## src/rtl/xover4_iir.sv

```systemverilog
module xover4_iir #(
  parameter int SAMPLE_W   = 24,
  parameter int FRAC_IN    = 8,
  parameter int COEF_W     = 40,
  parameter int FRACT_BITS = 30
) (
  input  logic                       clk,
  input  logic                       rst,
  input  logic                       sync_in,
  input  logic signed [SAMPLE_W-1:0] sample_in,
  input  logic signed [COEF_W-1:0]   ff0,
  input  logic signed [COEF_W-1:0]   ff1,
  input  logic signed [COEF_W-1:0]   ff2,
  input  logic signed [COEF_W-1:0]   ff3,
  input  logic signed [COEF_W-1:0]   ff4,
  input  logic signed [COEF_W-1:0]   fb1,
  input  logic signed [COEF_W-1:0]   fb2,
  input  logic signed [COEF_W-1:0]   fb3,
  input  logic signed [COEF_W-1:0]   fb4,
  output logic signed [SAMPLE_W-1:0] sample_out,
  output logic                       sync_out
);

  localparam int DATA_W = SAMPLE_W + FRAC_IN;
  localparam int PROD_W = DATA_W + COEF_W;
  localparam int ACC_W  = DATA_W + COEF_W - FRACT_BITS + 4;

  localparam logic [3:0] S_IDLE  = 4'd0;
  localparam logic [3:0] S_WRITE = 4'd10;
  localparam logic [3:0] S_DONE  = 4'd11;

  localparam logic signed [ACC_W-1:0] SAT_HI = {{(ACC_W-DATA_W+1){1'b0}}, {(DATA_W-1){1'b1}}};
  localparam logic signed [ACC_W-1:0] SAT_LO = {{(ACC_W-DATA_W+1){1'b1}}, {(DATA_W-1){1'b0}}};

  logic [3:0]               step;
  logic signed [DATA_W-1:0] x_in, x_cur;
  logic signed [DATA_W-1:0] xh1, xh2, xh3, xh4;
  logic signed [DATA_W-1:0] yh1, yh2, yh3, yh4;
  logic signed [DATA_W-1:0] op_d, nxt_d, y_new;
  logic signed [COEF_W-1:0] op_c, nxt_c;
  logic signed [PROD_W-1:0] prod;
  logic signed [ACC_W-1:0]  acc, term;

  assign x_in  = {sample_in, {FRAC_IN{1'b0}}};
  assign prod  = op_d * op_c;
  assign term  = ACC_W'(prod >>> FRACT_BITS);
  assign y_new = (acc > SAT_HI) ? SAT_HI[DATA_W-1:0] :
                 (acc < SAT_LO) ? SAT_LO[DATA_W-1:0] : acc[DATA_W-1:0];

  always_comb begin
    case (step)
      4'd1:    begin nxt_d = xh1; nxt_c = ff1; end
      4'd2:    begin nxt_d = xh2; nxt_c = ff2; end
      4'd3:    begin nxt_d = xh3; nxt_c = ff3; end
      4'd4:    begin nxt_d = xh4; nxt_c = ff4; end
      4'd5:    begin nxt_d = yh1; nxt_c = fb1; end
      4'd6:    begin nxt_d = yh2; nxt_c = fb2; end
      4'd7:    begin nxt_d = yh3; nxt_c = fb3; end
      4'd8:    begin nxt_d = yh4; nxt_c = fb4; end
      default: begin nxt_d = '0;  nxt_c = '0;  end
    endcase
  end

  always_ff @(posedge clk) begin
    if (rst) begin
      step       <= S_IDLE;
      acc        <= '0;
      op_d       <= '0;
      op_c       <= '0;
      x_cur      <= '0;
      xh1        <= '0;
      xh2        <= '0;
      xh3        <= '0;
      xh4        <= '0;
      yh1        <= '0;
      yh2        <= '0;
      yh3        <= '0;
      yh4        <= '0;
      sample_out <= '0;
      sync_out   <= 1'b0;
    end else begin
      case (step)
        S_IDLE: begin
          if (sync_in) begin
            x_cur <= x_in;
            op_d  <= x_in;
            op_c  <= ff0;
            step  <= 4'd1;
          end
        end
        S_WRITE: begin
          sample_out <= SAMPLE_W'(y_new >>> FRAC_IN);
          sync_out   <= 1'b1;
          yh1        <= y_new;
          yh2        <= yh1;
          yh3        <= yh2;
          yh4        <= yh3;
          xh1        <= x_cur;
          xh2        <= xh1;
          xh3        <= xh2;
          xh4        <= xh3;
          step       <= S_DONE;
        end
        S_DONE: begin
          sync_out <= 1'b0;
          step     <= S_IDLE;
        end
        default: begin
          if (step == 4'd1)      acc <= term;
          else if (step >= 4'd6) acc <= acc - term;
          else                   acc <= acc + term;
          op_d <= nxt_d;
          op_c <= nxt_c;
          step <= step + 4'd1;
        end
      endcase
    end
  end

  a_r4_single_pulse: assert property (@(posedge clk) disable iff (rst)
    sync_out |=> !sync_out);

  a_r4_output_held: assert property (@(posedge clk) disable iff (rst)
    !sync_out |-> $stable(sample_out));

  a_r4_strobe_at_end: assert property (@(posedge clk) disable iff (rst)
    sync_out |-> step == S_DONE);

  a_r5_busy_ignores_start: assert property (@(posedge clk) disable iff (rst)
    (step != S_IDLE && step != S_DONE && sync_in) |=> step == $past(step) + 4'd1);

  a_r6_history_matches_out: assert property (@(posedge clk) disable iff (rst)
    sync_out |-> sample_out == SAMPLE_W'(yh1 >>> FRAC_IN));

endmodule

```

## config.mk

```make
export PLATFORM = sky130hd
export DESIGN_NAME = xover4_iir
export DESIGN_NICKNAME = d
export VERILOG_FILES = /design/src/rtl/xover4_iir.sv
export SDC_FILE = /design/constraint.sdc
export NUM_CORES = 2
export LEC_CHECK = 0
export CORE_ASPECT_RATIO = 0.8
export CORE_MARGIN = 2
export CORE_UTILIZATION = 45
export DETAILED_ROUTE_END_ITERATION = 16
export SYNTH_ARGS = -nofsm -noshare
export SYNTH_HDL_FRONTEND = slang
export SYNTH_SLANG_ARGS = --single-unit
```

## constraint.sdc

```tcl
create_clock -name clk -period 12.6 [get_ports clk]
set_input_delay 2.52 -clock clk [delete_from_list [all_inputs] [get_ports clk]]
set_output_delay 2.52 -clock clk [all_outputs]
set_load 0.05 [all_outputs]
```

==> impl_metrics.py <==
metrics = {
    "clocking": {
        "htreeDepth": 2,
        "root_buffer": "clkbuf_16",
        "clock_latency_ns": 0.67,
        "clock_path_buffers": 3,
        "cts_buffers": 47,
        "cts_tree": "built",
        "ctsHoldBuffers": 0,
        "clk_pin_slew_ns": 0.06,
        "postCtsSetupRepairBufs": 0,
        "cts_resized": 0,
        "clock-sinks": 371,
    },
    "grt": {
        "grt_start_max_net_pins": 101,
        "grt_pass1_wl_um": 346500,
        "grt_usage": 0.3170,
        "antenna_found_initial": 20,
        "grt-ovfl-total": 0,
        "grt_pass1_vias": 55390,
    },
    "critical_path": {
        "critPathSlowestCell": "dfxtp_1",
        "arrival_ns": 12.54,
        "cp_common_cell": "fa_1",
        "critPathKind": "flop to flop",
        "r2r_slack_ns": 0.66,
        "worstPathRequired_ns": 13.20,
        "crit_path_end_kind": "flop",
        "crit_path_start_kind": "flop",
        "cp_max_fo": 9,
        "critical-path-max-stage-delay_ns": 0.78,
    },
    "hold_path": {
        "hp-class": "flop to flop",
    },
    "run": {
        "drv_cap": 0,
    },
    "route": {
        "first_pass_iters": 7,
        "drtIter0Drc": 4470,
        "ant_nets": 0,
        "vias": 53300,
        "routed_wl_um": 226100,
        "post-route-drc-count": 0,
        "wl_per_cell_um": 23.67,
        "via_per_inst": 5.579,
    },
    "place": {
        "hpwl_um": 180100,
        "post-place-ws_ns": 0.3244,
        "gp_congestion": 0.9878,
        "port_buffers": 411,
    },
    "logic_synthesis": {
        "yosysWarningCount": 0,
        "synth_edf_count": 0,
        "yosys-top-cells-count": "1352 x nand2_1, 1322 x fa_1, 1230 x inv_1",
        "yosysSeqAreaShare": 0.1170,
        "avgSynthCellArea_um2": 8.555,
        "synth-seq-cells": 371,
        "syn-num-nets": 9376,
        "synth_xor_area_frac": 0.01614,
        "synthSimpleGateAreaFrac": 0.1731,
        "synth_top_family_by_area": "adder cells",
        "ys_top_cells_by_area": "fa_1 42%, dfxtp_1 12%, nand2_1 8.0%",
        "synth_largest_area_cell": "fa_1",
        "synth_async_sr_flop_share": 0,
        "synth_compound_gate_area_share": 0.1223,
        "synthMuxAreaShare": 0.001301,
        "synth_top_flop_cell": "dfxtp_1",
        "yosysMostFrequentCell": "nand2_1",
        "synth_cell_type_count": 83,
        "synthAdderAreaFrac": 0.4653,
        "syn_inst": 7421,
        "syn_area_um2": 63490,
        "yosys.area.top_type_share": 0.4169,
    },
    "die": {
        "die_area_um2": 144100,
        "start_util": 0.4523,
        "ioPinCount": 412,
        "rows": 123,
        "die_y_um": 340.0,
        "core-area_um2": 140400,
        "die_w_um": 424.0,
    },
    "sta": {
        "min_period_ns": 11.94,
        "tns_ns": 0,
        "finalMaxSlewViolations": 0,
        "max_freq_mhz": 83.76,
        "setup_viol": 0,
        "fin_worst_skew_ns": 0.07869,
        "worst-slew-pin-transition_ns": 1.340,
        "hold_violations": 0,
        "period_share": 0.9476,
        "worst_slack_ns": 0.6608,
        "maxSlewHeadroom": 0.09508,
    },
    "final_layout": {
        "drive_gt1_frac": 0.05707,
        "area_delta_synth_final_pct": 13.72,
        "nets": 9592,
    },
    "run_status": {
        "status": "completed",
    },
}
-- kinds of logic (layout without fill, tap and decap cells) --
logic type | after synthesis | after routing
and+or+nand+nor | 2424 | 2424
DFF | 371 | 371
adders and majority gates | 1568 | 1568
AOI/OAI and AO/OA | 1185 | 1185
buffers and inverters | 1748 | 2002
xor gates and xnor gates | 117 | 117
muxes | 8 | 8
other | 0 | 4
-- state kept, by name, indices dropped and copies added (netlist names) --
signal / count
x_cur: 24
sync_out: 1
yh1: 8
yh3: 32
xh3: 24
yh2: 32
step: 4
op_c: 40
acc: 46
xh4: 24
xh2: 24
sample_out: 24
op_d: 32
yh4: 32
xh1: 24
-- final cells by class --
class	count	area (µm²)
clock inverters	27	400.4
fillers	13470	68160
clock buffers	60	1335
inverters	1231	4621
well taps	1875	2346
multi-input cells	5302	49550
diodes	4	10.01
repair buffers	684	6494
flip-flops and latches	371	7445
-- path summary, 6_finish.rpt --
path / start / end / cells past startpoint
worst max-delay path: op_c[29] / acc[45] / 38
worst min-delay path: xh3[10] / xh4[10] / 2
worst max register to register: op_c[29] / acc[45] / 38
worst min register to register: xh3[10] / xh4[10] / 2
-- routing by layer --
metal  routed length, µm  vias up  track usage
li1                    -    23550            -
met3               16210      392      0.05040
met2              102000     1986       0.4986
met5                 200        -            0
met4               11840       30       0.1398
met1               95880    27340       0.4339
-- cells in the final DEF (no fill, tap or decap), drive strengths merged, types with 16 or more instances in the layout --
master | Yosys | final
nand2 | 1352 | 1352
fa | 1322 | 1322
inv | 1230 | 1236
and2 | 475 | 475
clkdlybuf4s50 | 0 | 410
a21oi | 395 | 395
dfxtp | 371 | 371
a22oi | 283 | 283
nor2 | 274 | 274
buf | 31 | 274
ha | 246 | 246
o21ai | 143 | 143
nor3 | 118 | 118
a211oi | 100 | 100
xnor2 | 77 | 77
a41oi | 67 | 67
clkbuf | 486 | 60
a21o | 45 | 45
nand4 | 40 | 40
xor2 | 40 | 40
nand3 | 33 | 33
or3 | 24 | 24
a31oi | 23 | 23
nand2b | 20 | 20
o211ai | 19 | 19
or2 | 17 | 17
nor4 | 16 | 16
-- metrics by stage --
stage / instances / hold slack (ns) / util / area (µm²)
finish: 9554 / 0.4152 / 0.5144 / 72200
global route: 9551 / 0.4447 / 0.5143 / 72190
CTS: 9550 / 0.4180 / 0.5139 / 72130
detailed placement: 9463 / 0.4431 / 0.5015 / 70390
global placement: 9463 / 0.4367 / 0.5015 / 70390
floorplan: 7421 / 0.4321 / - / 63490
-- worst max-delay path, delay by kind of cell, from the launching register on --
kind	cells	cell delay (ns)
adder cells (fa/ha/maj)	10	4.77
AND/OR/NAND/NOR	13	3.64
AO/OA/AOI/OAI	8	1.25
flip-flops	1	0.78
buffers and inverters	4	0.74
XOR/XNOR	2	0.38
multiplexers	1	0.31
Power is left out: the tool's default activity adds up to more than one toggle a clock period on the data nets, which glitch-free logic cannot reach.
